===== src/rtl/gpio_pd_pkg.sv =====
package gpio_pd_pkg;

    localparam int ADDR_W = 8;

    localparam logic [ADDR_W-1:0] ADDR_DATA = 8'h02;
    localparam logic [ADDR_W-1:0] ADDR_DIR  = 8'h06;
    localparam logic [ADDR_W-1:0] ADDR_PDN  = 8'h10;

    typedef enum logic [1:0] {
        SEL_NONE,
        SEL_DATA,
        SEL_DIR,
        SEL_PDN
    } reg_sel_e;

    function automatic reg_sel_e decode_addr(input logic [ADDR_W-1:0] a);
        if (a == ADDR_DATA)     return SEL_DATA;
        else if (a == ADDR_DIR) return SEL_DIR;
        else if (a == ADDR_PDN) return SEL_PDN;
        else                    return SEL_NONE;
    endfunction

endpackage


===== src/rtl/gpio_pd_sync.sv =====
module gpio_pd_sync #(
    parameter int WIDTH  = 8,
    parameter int STAGES = 2
) (
    input  logic             clk,
    input  logic             rst_n,
    input  logic [WIDTH-1:0] async_in,
    output logic [WIDTH-1:0] sync_out
);

    logic [WIDTH-1:0] stage_q [STAGES];

    genvar s;
    generate
        for (s = 0; s < STAGES; s++) begin : g_stage
            if (s == 0) begin : g_first
                always_ff @(posedge clk) begin
                    if (!rst_n) stage_q[s] <= '0;
                    else        stage_q[s] <= async_in;
                end
            end else begin : g_next
                always_ff @(posedge clk) begin
                    if (!rst_n) stage_q[s] <= '0;
                    else        stage_q[s] <= stage_q[s-1];
                end
            end
        end
    endgenerate

    assign sync_out = stage_q[STAGES-1];

endmodule


===== src/rtl/gpio_pd_regs.sv =====
module gpio_pd_regs
    import gpio_pd_pkg::*;
#(
    parameter int WIDTH   = 8,
    parameter int GROUP_W = 4,
    localparam int NGROUP = WIDTH / GROUP_W
) (
    input  logic              clk,
    input  logic              rst_n,
    input  logic [ADDR_W-1:0] bus_addr,
    input  logic [WIDTH-1:0]  bus_wdata,
    input  logic              bus_wr,
    input  logic              bus_rd,
    input  logic [WIDTH-1:0]  pad_sync,
    output logic [WIDTH-1:0]  bus_rdata,
    output logic [WIDTH-1:0]  data_q,
    output logic [WIDTH-1:0]  dir_q,
    output logic [NGROUP-1:0] pdn_q
);

    reg_sel_e         sel;
    logic [WIDTH-1:0] rd_mux;

    assign sel = decode_addr(bus_addr);

    always_ff @(posedge clk) begin
        if (!rst_n) begin
            data_q <= '0;
            dir_q  <= '0;
            pdn_q  <= '0;
        end else if (bus_wr) begin
            unique case (sel)
                SEL_DATA: data_q <= bus_wdata;
                SEL_DIR:  dir_q  <= bus_wdata;
                SEL_PDN:  pdn_q  <= bus_wdata[NGROUP-1:0];
                SEL_NONE: ;
            endcase
        end
    end

    always_comb begin
        unique case (sel)
            SEL_DATA: rd_mux = (dir_q & data_q) | (~dir_q & pad_sync);
            SEL_DIR:  rd_mux = dir_q;
            SEL_PDN:  rd_mux = '0;
            SEL_NONE: rd_mux = '0;
        endcase
    end

    always_ff @(posedge clk) begin
        if (!rst_n)      bus_rdata <= '0;
        else if (bus_rd) bus_rdata <= rd_mux;
        else             bus_rdata <= '0;
    end

    assert_reset_clear_R2: assert property (@(posedge clk) disable iff (!rst_n)
        !$past(rst_n) |-> (dir_q == '0 && data_q == '0 && pdn_q == '0));

    assert_pdn_read_zero_R5: assert property (@(posedge clk) disable iff (!rst_n)
        (bus_rd && bus_addr == ADDR_PDN) |=> bus_rdata == '0);

    assert_idle_rdata_R9: assert property (@(posedge clk) disable iff (!rst_n)
        !bus_rd |=> bus_rdata == '0);

    assert_unmapped_hold_R10: assert property (@(posedge clk) disable iff (!rst_n)
        (bus_wr && sel == SEL_NONE) |=> ($stable(dir_q) && $stable(data_q) && $stable(pdn_q)));

endmodule


===== src/rtl/gpio_pd_padctl.sv =====
module gpio_pd_padctl #(
    parameter int WIDTH   = 8,
    parameter int GROUP_W = 4,
    localparam int NGROUP = WIDTH / GROUP_W
) (
    input  logic              clk,
    input  logic              rst_n,
    input  logic [WIDTH-1:0]  dir_q,
    input  logic [NGROUP-1:0] pdn_q,
    input  logic              pd_inhibit,
    output logic [WIDTH-1:0]  pad_pd_en
);

    genvar p;
    generate
        for (p = 0; p < WIDTH; p++) begin : g_pin
            localparam int GRP = p / GROUP_W;
            assign pad_pd_en[p] = !pd_inhibit && !dir_q[p] && !pdn_q[GRP];
        end
    endgenerate

    genvar g;
    generate
        for (g = 0; g < NGROUP; g++) begin : g_grp_chk
            assert_group_off_R4: assert property (@(posedge clk) disable iff (!rst_n)
                pdn_q[g] |-> pad_pd_en[g*GROUP_W +: GROUP_W] == '0);
            assert_group_on_R4: assert property (@(posedge clk) disable iff (!rst_n)
                (!pdn_q[g] && !pd_inhibit) |->
                    pad_pd_en[g*GROUP_W +: GROUP_W] == ~dir_q[g*GROUP_W +: GROUP_W]);
        end
    endgenerate

    assert_inhibit_R6: assert property (@(posedge clk) disable iff (!rst_n)
        pd_inhibit |-> pad_pd_en == '0);

endmodule


===== src/rtl/gpio_pd_port.sv =====
module gpio_pd_port
    import gpio_pd_pkg::*;
#(
    parameter int WIDTH       = 8,
    parameter int GROUP_W     = 4,
    parameter int SYNC_STAGES = 2,
    localparam int NGROUP     = WIDTH / GROUP_W
) (
    input  logic              clk,
    input  logic              rst_n,
    input  logic [ADDR_W-1:0] bus_addr,
    input  logic [WIDTH-1:0]  bus_wdata,
    input  logic              bus_wr,
    input  logic              bus_rd,
    output logic [WIDTH-1:0]  bus_rdata,
    input  logic [WIDTH-1:0]  pad_in,
    input  logic              pd_inhibit,
    output logic [WIDTH-1:0]  pad_out,
    output logic [WIDTH-1:0]  pad_oe,
    output logic [WIDTH-1:0]  pad_pd_en
);

    logic [WIDTH-1:0]  pad_sync;
    logic [WIDTH-1:0]  data_q;
    logic [WIDTH-1:0]  dir_q;
    logic [NGROUP-1:0] pdn_q;

    gpio_pd_sync #(.WIDTH(WIDTH), .STAGES(SYNC_STAGES)) sync_i (
        .clk      (clk),
        .rst_n    (rst_n),
        .async_in (pad_in),
        .sync_out (pad_sync)
    );

    gpio_pd_regs #(.WIDTH(WIDTH), .GROUP_W(GROUP_W)) regs_i (
        .clk       (clk),
        .rst_n     (rst_n),
        .bus_addr  (bus_addr),
        .bus_wdata (bus_wdata),
        .bus_wr    (bus_wr),
        .bus_rd    (bus_rd),
        .pad_sync  (pad_sync),
        .bus_rdata (bus_rdata),
        .data_q    (data_q),
        .dir_q     (dir_q),
        .pdn_q     (pdn_q)
    );

    gpio_pd_padctl #(.WIDTH(WIDTH), .GROUP_W(GROUP_W)) padctl_i (
        .clk        (clk),
        .rst_n      (rst_n),
        .dir_q      (dir_q),
        .pdn_q      (pdn_q),
        .pd_inhibit (pd_inhibit),
        .pad_pd_en  (pad_pd_en)
    );

    assign pad_out = data_q;
    assign pad_oe  = dir_q;

    assert_dir_write_R1: assert property (@(posedge clk) disable iff (!rst_n)
        (bus_wr && bus_addr == ADDR_DIR) |=> pad_oe == $past(bus_wdata));

    assert_out_no_pd_R3: assert property (@(posedge clk) disable iff (!rst_n)
        (pad_oe & pad_pd_en) == '0);

    assert_data_write_R7: assert property (@(posedge clk) disable iff (!rst_n)
        (bus_wr && bus_addr == ADDR_DATA) |=> pad_out == $past(bus_wdata));

endmodule


===== config.mk =====
export PLATFORM = sky130hd
export DESIGN_NAME = gpio_pd_port
export DESIGN_NICKNAME = d
export VERILOG_FILES = /design/src/rtl/gpio_pd_pkg.sv /design/src/rtl/gpio_pd_sync.sv /design/src/rtl/gpio_pd_regs.sv /design/src/rtl/gpio_pd_padctl.sv /design/src/rtl/gpio_pd_port.sv
export SDC_FILE = /design/constraint.sdc
export NUM_CORES = 1
export LEC_CHECK = 0
export ABC_CLOCK_PERIOD_IN_PS = 2060
export CAP_MARGIN = 20
export CORE_ASPECT_RATIO = 0.8
export CORE_UTILIZATION = 40
export CTS_BUF_LIST = sky130_fd_sc_hd__clkbuf_4 sky130_fd_sc_hd__clkbuf_8
export DETAILED_ROUTE_END_ITERATION = 6
export HOLD_SLACK_MARGIN = 0.12
export MAX_ROUTING_LAYER = met4
export PLACE_DENSITY = 0.73
export SLEW_MARGIN = 40
export SYNTH_ARGS = -nofsm -noshare
export SYNTH_HDL_FRONTEND = slang
export SYNTH_SLANG_ARGS = --single-unit

===== constraint.sdc =====
create_clock -name clk -period 2.06 [get_ports clk]
set_clock_uncertainty 0.1 [all_clocks]
set_input_delay 0.412 -clock clk [delete_from_list [all_inputs] [get_ports clk]]
set_output_delay 0.412 -clock clk [all_outputs]
set_load 0.01 [all_outputs]

======== Yosys cells after proc, flatten, opt, wreduce, memory -nomap -nowiden ========
Memories as Yosys holds them, arrays and structs flattened.
Cells that the tools add are included.
cells by class
  eq/ne operators ......................... 6
  reductions and logical operators ........ 33
  bitwise operators ....................... 6
  muxes and demuxes ....................... 8
operators with widths
  cell                  number
  $pmux W8 S3           1
  $and A8 B8 Y8         2
  $logic_and A1 B1 Y1   16
  $mux W8               2
  $logic_not A1 Y1      11
  $eq A8 B2 Y1 const B  1
  $eq A8 B3 Y1 const B  1
  $eq A8 B5 Y1 const B  1
  $not A8 Y8            1
  $or A8 B8 Y8          1
  $reduce_and A2 Y1     4
  $mux W2               3
  $eq A2 B2 Y1 const B  2
  $eq A2 B1 Y1 const B  1
  $logic_not A2 Y1      1
  $mux W1               2
  $or A1 B1 Y1          2
  $reduce_or A2 Y1      1
storage, ports and cells
  memories kept ........................... 1
  bits in writable memories ............... 16
  word-level logic and storage cells ...... 58
  input bits .............................. 29
  register bits ........................... 26
memory list
  name            depth  width  rd ports  clocked after memory_dff  wr ports  line                text
  sync_i.stage_q  2      8      2         0                         2         gpio_pd_sync.sv:11  logic [WIDTH-1:0] stage_q [STAGES];

======== Logic depth before layout (Yosys ltp) ========
Gate-level depths: netlist (run 1).
  depth in word-level cells ............... 7
  mapped depth ............................ 4
  gate-level depth less buffers ........... 3

======== Modules after synthesis ========
Synthesis (run 1) repeated with hierarchy kept, for this count alone.
second synthesis, totals
  cells, all modules ...................... 150
  area total of the unflattened synthesis .. 1627.8 um^2
modules (own cells, without submodules)
  module          area each (um^2)  times used  cells each
  gpio_pd_regs    1089.8            1           108
  gpio_pd_sync    446.7             1           33
  gpio_pd_padctl  91.3              1           9

======== Worst setup path before layout (run 1) ========
No wires, ideal clock.
  path kind ............................... input -> register
  start ................................... input bus_addr[5]
  end ..................................... register regs_i.data_q[2]
  slack ................................... 421 ps
  cell stages on the path ................. 4
  arrival time ............................ 1468 ps
  path through ............................ or4b_4 -> nor3b_2 -> buf_6 -> mux2i_1
between the ends
  word-level cells in the longest chain between the ends .. 6
RTL lines
  item                                  line                text
  from (decl)                           gpio_pd_port.sv:11  input logic [ADDR_W-1:0] bus_addr,
  $eq A8 B5 Y1                          gpio_pd_pkg.sv:19   else if (a == ADDR_PDN) return SEL_PDN;
  $mux W2                               gpio_pd_pkg.sv:19
  $mux W2                               gpio_pd_pkg.sv:18   else if (a == ADDR_DIR) return SEL_DIR;
  $mux W2 *                             gpio_pd_pkg.sv:17   if (a == ADDR_DATA) return SEL_DATA;
  $eq A2 B1 Y1 *                        gpio_pd_regs.sv:32  unique case (sel)
  $reduce_and A2 Y1 (no source line) *  n/a
  to (signal assigned)                  gpio_pd_regs.sv:33  SEL_DATA: data_q <= bus_wdata;
  to (decl)                             gpio_pd_regs.sv:16  output logic [WIDTH-1:0] data_q,
Mark *: on every way between the ends. The rest lies on a longest branch, timed or not.
A chain may end at the register's enable or synchronous reset.

======== Worst setup path in the final report (run 1) ========
  start ................................... input pd_inhibit
  end ..................................... output pad_pd_en[4]
between the ends
  word-level cells in the longest chain between the ends .. 3
RTL lines
  item                              line                  text
  from (decl)                       gpio_pd_port.sv:17    input logic pd_inhibit,
  $logic_not A1 Y1                  gpio_pd_padctl.sv:18  assign pad_pd_en[p] = !pd_inhibit && !dir_q[p] && !pdn_q[GRP];
  $logic_and A1 B1 Y1 (2 in a row)  gpio_pd_padctl.sv:18
  to (decl)                         gpio_pd_port.sv:20    output logic [WIDTH-1:0] pad_pd_en
No other way between the ends.

==> results of run 1 <==
-- metrics by stage --
step                      worst slack, ns  cell area (sq um)  cells  TNS, ns  total power [uW]
after floorplan                     0.421               1540    151        0               896
after global placement             -0.197               2200    250    -2.49               979
after detailed placement           -0.223               2200    250    -3.03               983
after CTS                          0.0353               2300    258        0              1520
after global routing              -0.0479               2300    258  -0.0882              1580
final                              0.0454               2300    258        0              1510
-- worst max-delay path by stage --
stage                           start  slack [ns]  cells after the start                            end
final                      pd_inhibit        0.05                      3                   pad_pd_en[4]
after floorplan           bus_addr[5]        0.42                      4  regs_i.data_q[2]$_SDFFE_PN0P_
after detailed placement   pd_inhibit       -0.22                      3                   pad_pd_en[4]
after CTS                  pd_inhibit        0.04                      3                   pad_pd_en[4]
after global placement     pd_inhibit       -0.20                      3                   pad_pd_en[0]
after global routing       pd_inhibit       -0.05                      3                   pad_pd_en[0]
-- state kept, by name (all words and copies together) (netlist names) --
name	cells
sync_i.stage_q	16
regs_i.bus_rdata	8
regs_i.data_q	8
regs_i.dir_q	8
regs_i.pdn_q	2
-- kinds of logic (layout without fill, tap and decap cells) --
| kind of cell | count (synthesis) | after routing | share of synthesized area, % |
|---|---|---|---|
| muxes | 18 | 18 | 11.7 |
| buffers and inverters | 9 | 74 | 2.69 |
| and+or+nand+nor | 66 | 66 | 25.6 |
| DFF | 42 | 42 | 54.8 |
| AOI/OAI and AO/OA | 16 | 16 | 5.22 |
-- synthesized netlist by cell type (all sizes together) --
cell type and instances:
nor3b 1, clkbuf 8, o21ai 8, buf 1, mux2i 18, nand4 2, nor3 10, or4b 2
a21oi 8, nand2 26, or3b 8, and2 16, dfxtp 42, nor4b 1
-- timing repair --
action / CTS / global route
pin swaps: 0 / 0
setup endpoints to repair: 8 / 4
endpoints found under the hold margin: 0 / 0
gates resized for setup: 1 / 2
hold buffers: 0 / 0
-- final cells by class --
class / count / area, sq um / share of cell area (%)
Sequential cell: 42 / 841 / 36.5
Tap cell: 42 / 52.6 / 2.28
Multi-Input combinational cell: 100 / 653 / 28.4
Timing Repair Buffer: 66 / 662 / 28.7
Clock inverter: 1 / 5.00 / 0.217
Clock buffer: 7 / 90.1 / 3.91
-- worst max-delay path: cells and delay by family --
family / cells / cell delay (ns)
buf+inv: 2 / 0.90
simple gates: 1 / 0.19
-- report_power, final --
part	switching, uW	internal [uW]	leakage (uW)
Clock	266	283	0.0000517
Sequential	3.26	826	0.000342
Combinational	49.3	83.4	0.000509
Total	318	1190	0.000902
-- per-layer routing --
layer	global-route usage [%]	vias to the layer above	wire (um)	part of all wire, %
li1	-	639	-	-
met1	25.1	602	1660	47
met2	27.9	60	1500	43
met3	5.30	5	323	9.2
met4	9.43	0	37	1.1
met5	-	-	0	0
==> impl_results.md, run 1 <==
- Core ar.: around 3500 sq um
- Post-DRT Antenna Nets: 0
- Synth Instances: around 150
- Largest net degree at the start of global routing: 43
- Cell Pwr Density: 656 nW/um^2
- Slew headroom: 76.0%
- HP Start: sync_i.stage_q[0][4]$_SDFF_PN0_
- Total GRT Usage: 19.4%
- Tcrit/Tclk final: between 90% and 100%
- CTS tree: yes
- Post-Route Utilization: around two thirds
- Measured slew at the worst slew-check pin: 0.357 ns
- Gr ovfl total: 0
- Worst skew pair latency: 0.29 ns
- Postcts setup bufs: 0
- CTS buffer count: 5
- Routed WL: 3510 um
- FF-to-FF path depth: 2
- Fmax: 0.496 GHz
- Ant diodes: 0
- Synth Cell Area: 1540 sq um
- Die footprint: 4090 sq um
- Die Ht: 57.4 um
- Required @ worst endpoint: around 1.6 ns
- Crit end category: output port
- Crit start category: primary input
- Status: finished, violations left
- Horiz. Die Dim: 71.3 um
- Yosys top cell area share: roughly 55%
- Hpwl dp: 2440 um
- Nets@finish: 244
- Placer Congestion: approximately 0.86
- Finish-stage setup viols: 0
- Critical path data arrival time: 1.50 ns
- Failing checks: DRC
- Worst-path cell chain: dlygate4sd2_1 > nor3_1 > clkdlybuf4s50_1
- Max FO, Critical Path: 8
- Mapped Nets: 180
- DR vias: ~1300
- Yosys warns: 0
- Root Buffer: clkbuf_8
- Hold path depth: 1
- Clk slew on worst S/H paths: 0.07 ns
- Wirelength per Cell: around 14 um
- First-pass GRT wire length: approximately 5800 um
- Reg-to-reg critical path endpoint: regs_i.bus_rdata[5]$_SDFF_PN0_
- Commonest non-fill, non-tap cells in the layout: 57 x clkdlybuf4s50_1, 42 x dfxtp_1, 26 x nand2_1
- Vias in the first global route: 1224
- Crit path kind: in2out
- Final min period: 2.01 ns
- H-tree levels: 2
- Hold slack: between 0.3 and 0.4 ns
- Mean area per synthesized cell: 10.2 sq um
- Clock Sinks: 42
- Layout cells sized above 1: 13.0%
- Sequential share of the synthesized area: approximately 55%
- Row cnt: 19
- Max-Cap Viols: 0
- Fillers: 285
- Initial antenna violation count: 0
- Slew Viols, Final: 0
- Detailed Route Iter0 Violations: 83
- Io pins: 61
- Leading area contributor after synthesis: dfxtp_1
- Critical-path top delay cell: clkdlybuf4s50_1
- Leak Pwr: 0.000902 uW
- Longest Clk Path Bufs: 2
- Yosys reg bits: between 40 and 50
- Synth area leaders: dfxtp_1 55%, mux2i_1 12%, and2_1 6.5%, nand2_1 6.4%, or3b_2 4.6%
- Fin. Hold Viols: 0
- # DRC: 6
- Synth cell types: 17
- Worst path max stage delay: 0.56 ns
- Worst vdd ir: 437 uV
- Routed vias/inst: 5.06
- I/O Buffers: 60
- Most common cell after layout, fill and taps aside: clkdlybuf4s50_1
- Starting Density: a little over two fifths
- TritonRoute pass-1 iters: 6
- Flop-to-flop setup slack: 0.91 ns
- Launch point of the worst reg-to-reg path: regs_i.dir_q[5]$_SDFFE_PN0P_
- Layout overhead on the synthesized area: 50.0%
- Worst Hold Endpoint: sync_i.stage_q[1][4]$_SDFF_PN0_
- Worst min path class: reg2reg
- RSZ-0062 raised after global routing: yes
Power figures use the tool's default switching activity.
==> run 2, diff against run 1 <==
CORE_UTILIZATION = 44   (was 40)
PLACE_DENSITY = 0.79   (was 0.73)
==> run 2 against run 1 <==
  * Die area down 8.8%
  * Critical path type is now in2reg
  * Count of clock-buffer cells in the layout unchanged
  * Critical path depth up 2
  * Sequential share of layout area down 0.85 points
  * The run now ends clean
==> impl_results.md, run 2 (same netlist as run 1, synthesis figures left out) <==
- Worst min path class: reg2reg
- Total GRT Usage: 21.8%
- Crit end category: register
- Initial antenna violation count: 0
- CTS buffer count: 5
- Slew headroom: between 70 and 80%
- TritonRoute pass-1 iters: 4
- Required @ worst endpoint: 2.17 ns
- CTS tree: yes
- Register with the most flip-flops: sync_i.stage_q
- Post-CTS resize count: 8
- Most common cell after layout, fill and taps aside: clkdlybuf4s50_1
- Slew Viols, Final: 0
- Routed vias/inst: 5.04
- Worst-path cell chain: clkdlybuf4s50_1 > or4b_4 > nor3b_2 > buf_4 > mux2i_1
- Placer Congestion: around 0.74
- Reg-to-reg critical path endpoint: regs_i.bus_rdata[1]$_SDFF_PN0_
- Setup TNS: 0 ns
- Worst Hold Endpoint: sync_i.stage_q[1][4]$_SDFF_PN0_
- Flop-to-flop setup slack: 0.93 ns
- Worst path max stage delay: 0.57 ns
- Finish-stage setup viols: 0
- DR vias: around 1300
- Core ar.: 3200 sq um
- Largest net degree at the start of global routing: 27
- Nets@finish: 251
- Ant diodes: 0
- RSZ-0062 raised after global routing: no
- Max FO, Critical Path: 5
- Hold path depth: 1
- Post-DRT Antenna Nets: 0
- Cts hold-fix bufs: 0
- Crit path kind: in2reg
- Status: finished, final reports clean
- HP Start: sync_i.stage_q[0][4]$_SDFF_PN0_
- Die footprint: 3730 sq um
- Layout overhead on the synthesized area: 53.6%
- Placed cells: 255
- First-pass GRT wire length: 5600 um
- Starting Density: 48.0%
- Worst skew pair latency: 0.29 ns
- Final min period: 1.94 ns
- Tcrit/Tclk final: 94.4%
- Routed WL: 3460 um
- Worst vdd ir: between 600 and 700 uV
- Gr ovfl total: 0
- Critical-path top delay cell: or4b_4
- Wirelength per Cell: between 10 and 15 um
- I/O Buffers: 60
- Max reg flops: 16
- Longest Clk Path Bufs: 2
- Fin. Hold Viols: 0
- Postcts setup bufs: 0
- Row cnt: 18
- Crit start category: primary input
- # DRC: 0
- Place WS: -0.170 ns
- Clock Sinks: 42
- Leak Pwr: 0.000938 uW
- Hpwl dp: around 2600 um
- Commonest non-fill, non-tap cells in the layout: 52 x clkdlybuf4s50_1, 42 x dfxtp_1, 26 x nand2_1
- FF-to-FF path depth: 2
- Crit path buf inv count: 2
- Clk slew on worst S/H paths: 0.07 ns
- Root Buffer: clkbuf_8
- Detailed Route Iter0 Violations: 54
- Layout cells sized above 1: between 10% and 20%
- Io pins: 61
- Setup ws final: 0.116 ns
- Vias in the first global route: 1243
- Fin cells: 263
- Register area: roughly 840 sq um
- Max-Cap Viols: 0
- Cell Pwr Density: 680 nW/um^2
- Horiz. Die Dim: 68.0 um
- Fmax: 0.514 GHz
- Launch point of the worst reg-to-reg path: regs_i.dir_q[1]$_SDFFE_PN0P_
- H-tree levels: 2
- Fillers: 237
- Die Ht: 54.8 um
- Area of the multi-input gates: 653 sq um
- Placed Area: approximately 2300 sq um
- Critical path data arrival time: 2.06 ns
- Final Cell Area: 2360 sq um
- Crit path max-delay family: simple AND/OR/NAND/NOR gates
- Measured slew at the worst slew-check pin: roughly 0.35 ns
==> run 2: changes by cell type in the layout (fill, tap and decap cells not counted), sizes merged <==
cell	change
buf	+7
dlygate4sd2	+7
clkdlybuf4s50	-5
dlymetal6s2s	-2
bufinv	+1
clkinv	-1
==> run 2: cell type report <==
cell class / instances / area share [%]
Clock inverter: 1 / 1.27
Sequential cell: 42 / 35.6
Clock buffer: 7 / 3.55
Multi-Input combinational cell: 100 / 27.7
Tap cell: 40 / 2.12
Timing Repair Buffer: 73 / 29.7
==> run 2: per-stage QoR <==
| step | total power, uW | util [%] | hold slack, ns |
|---|---|---|---|
| 2_1_floorplan | 896 | - | 0.312 |
| 3_3_place_gp | 983 | 70.5 | 0.315 |
| 3_5_place_dp | 987 | 70.5 | 0.320 |
| 4_1_cts | 1620 | 73.7 | 0.337 |
| 5_1_grt | 1680 | 73.7 | 0.355 |
| 6_report | 1600 | 73.7 | 0.334 |
==> run 2: metal layers <==
layer,vias to the layer above,routed length (um),GRT usage [%]
li1,655,-,-
met1,610,1520,25.4
met2,55,1620,35.1
met3,5,296,8.96
met4,0,36,5.21
met5,-,0,-
==> run 2: power breakdown <==
part	internal, uW	switching, uW	total, uW
registers	826	3.23	830
clock network	389	252	641
logic	83.0	49.8	133
total	1300	305	1600
==> run 2: worst max path at each step <==
stage	from	to	slack [ns]	depth (start not counted)
3_3_place_gp	pd_inhibit	pad_pd_en[5]	-0.12	4
4_1_cts	bus_addr[5]	regs_i.data_q[1]$_SDFFE_PN0P_	0.11	5
2_1_floorplan	bus_addr[5]	regs_i.data_q[2]$_SDFFE_PN0P_	0.42	4
3_5_place_dp	pd_inhibit	pad_pd_en[6]	-0.17	4
5_1_grt	bus_addr[5]	regs_i.data_q[1]$_SDFFE_PN0P_	0.01	5
6_report	bus_addr[5]	regs_i.data_q[1]$_SDFFE_PN0P_	0.12	5
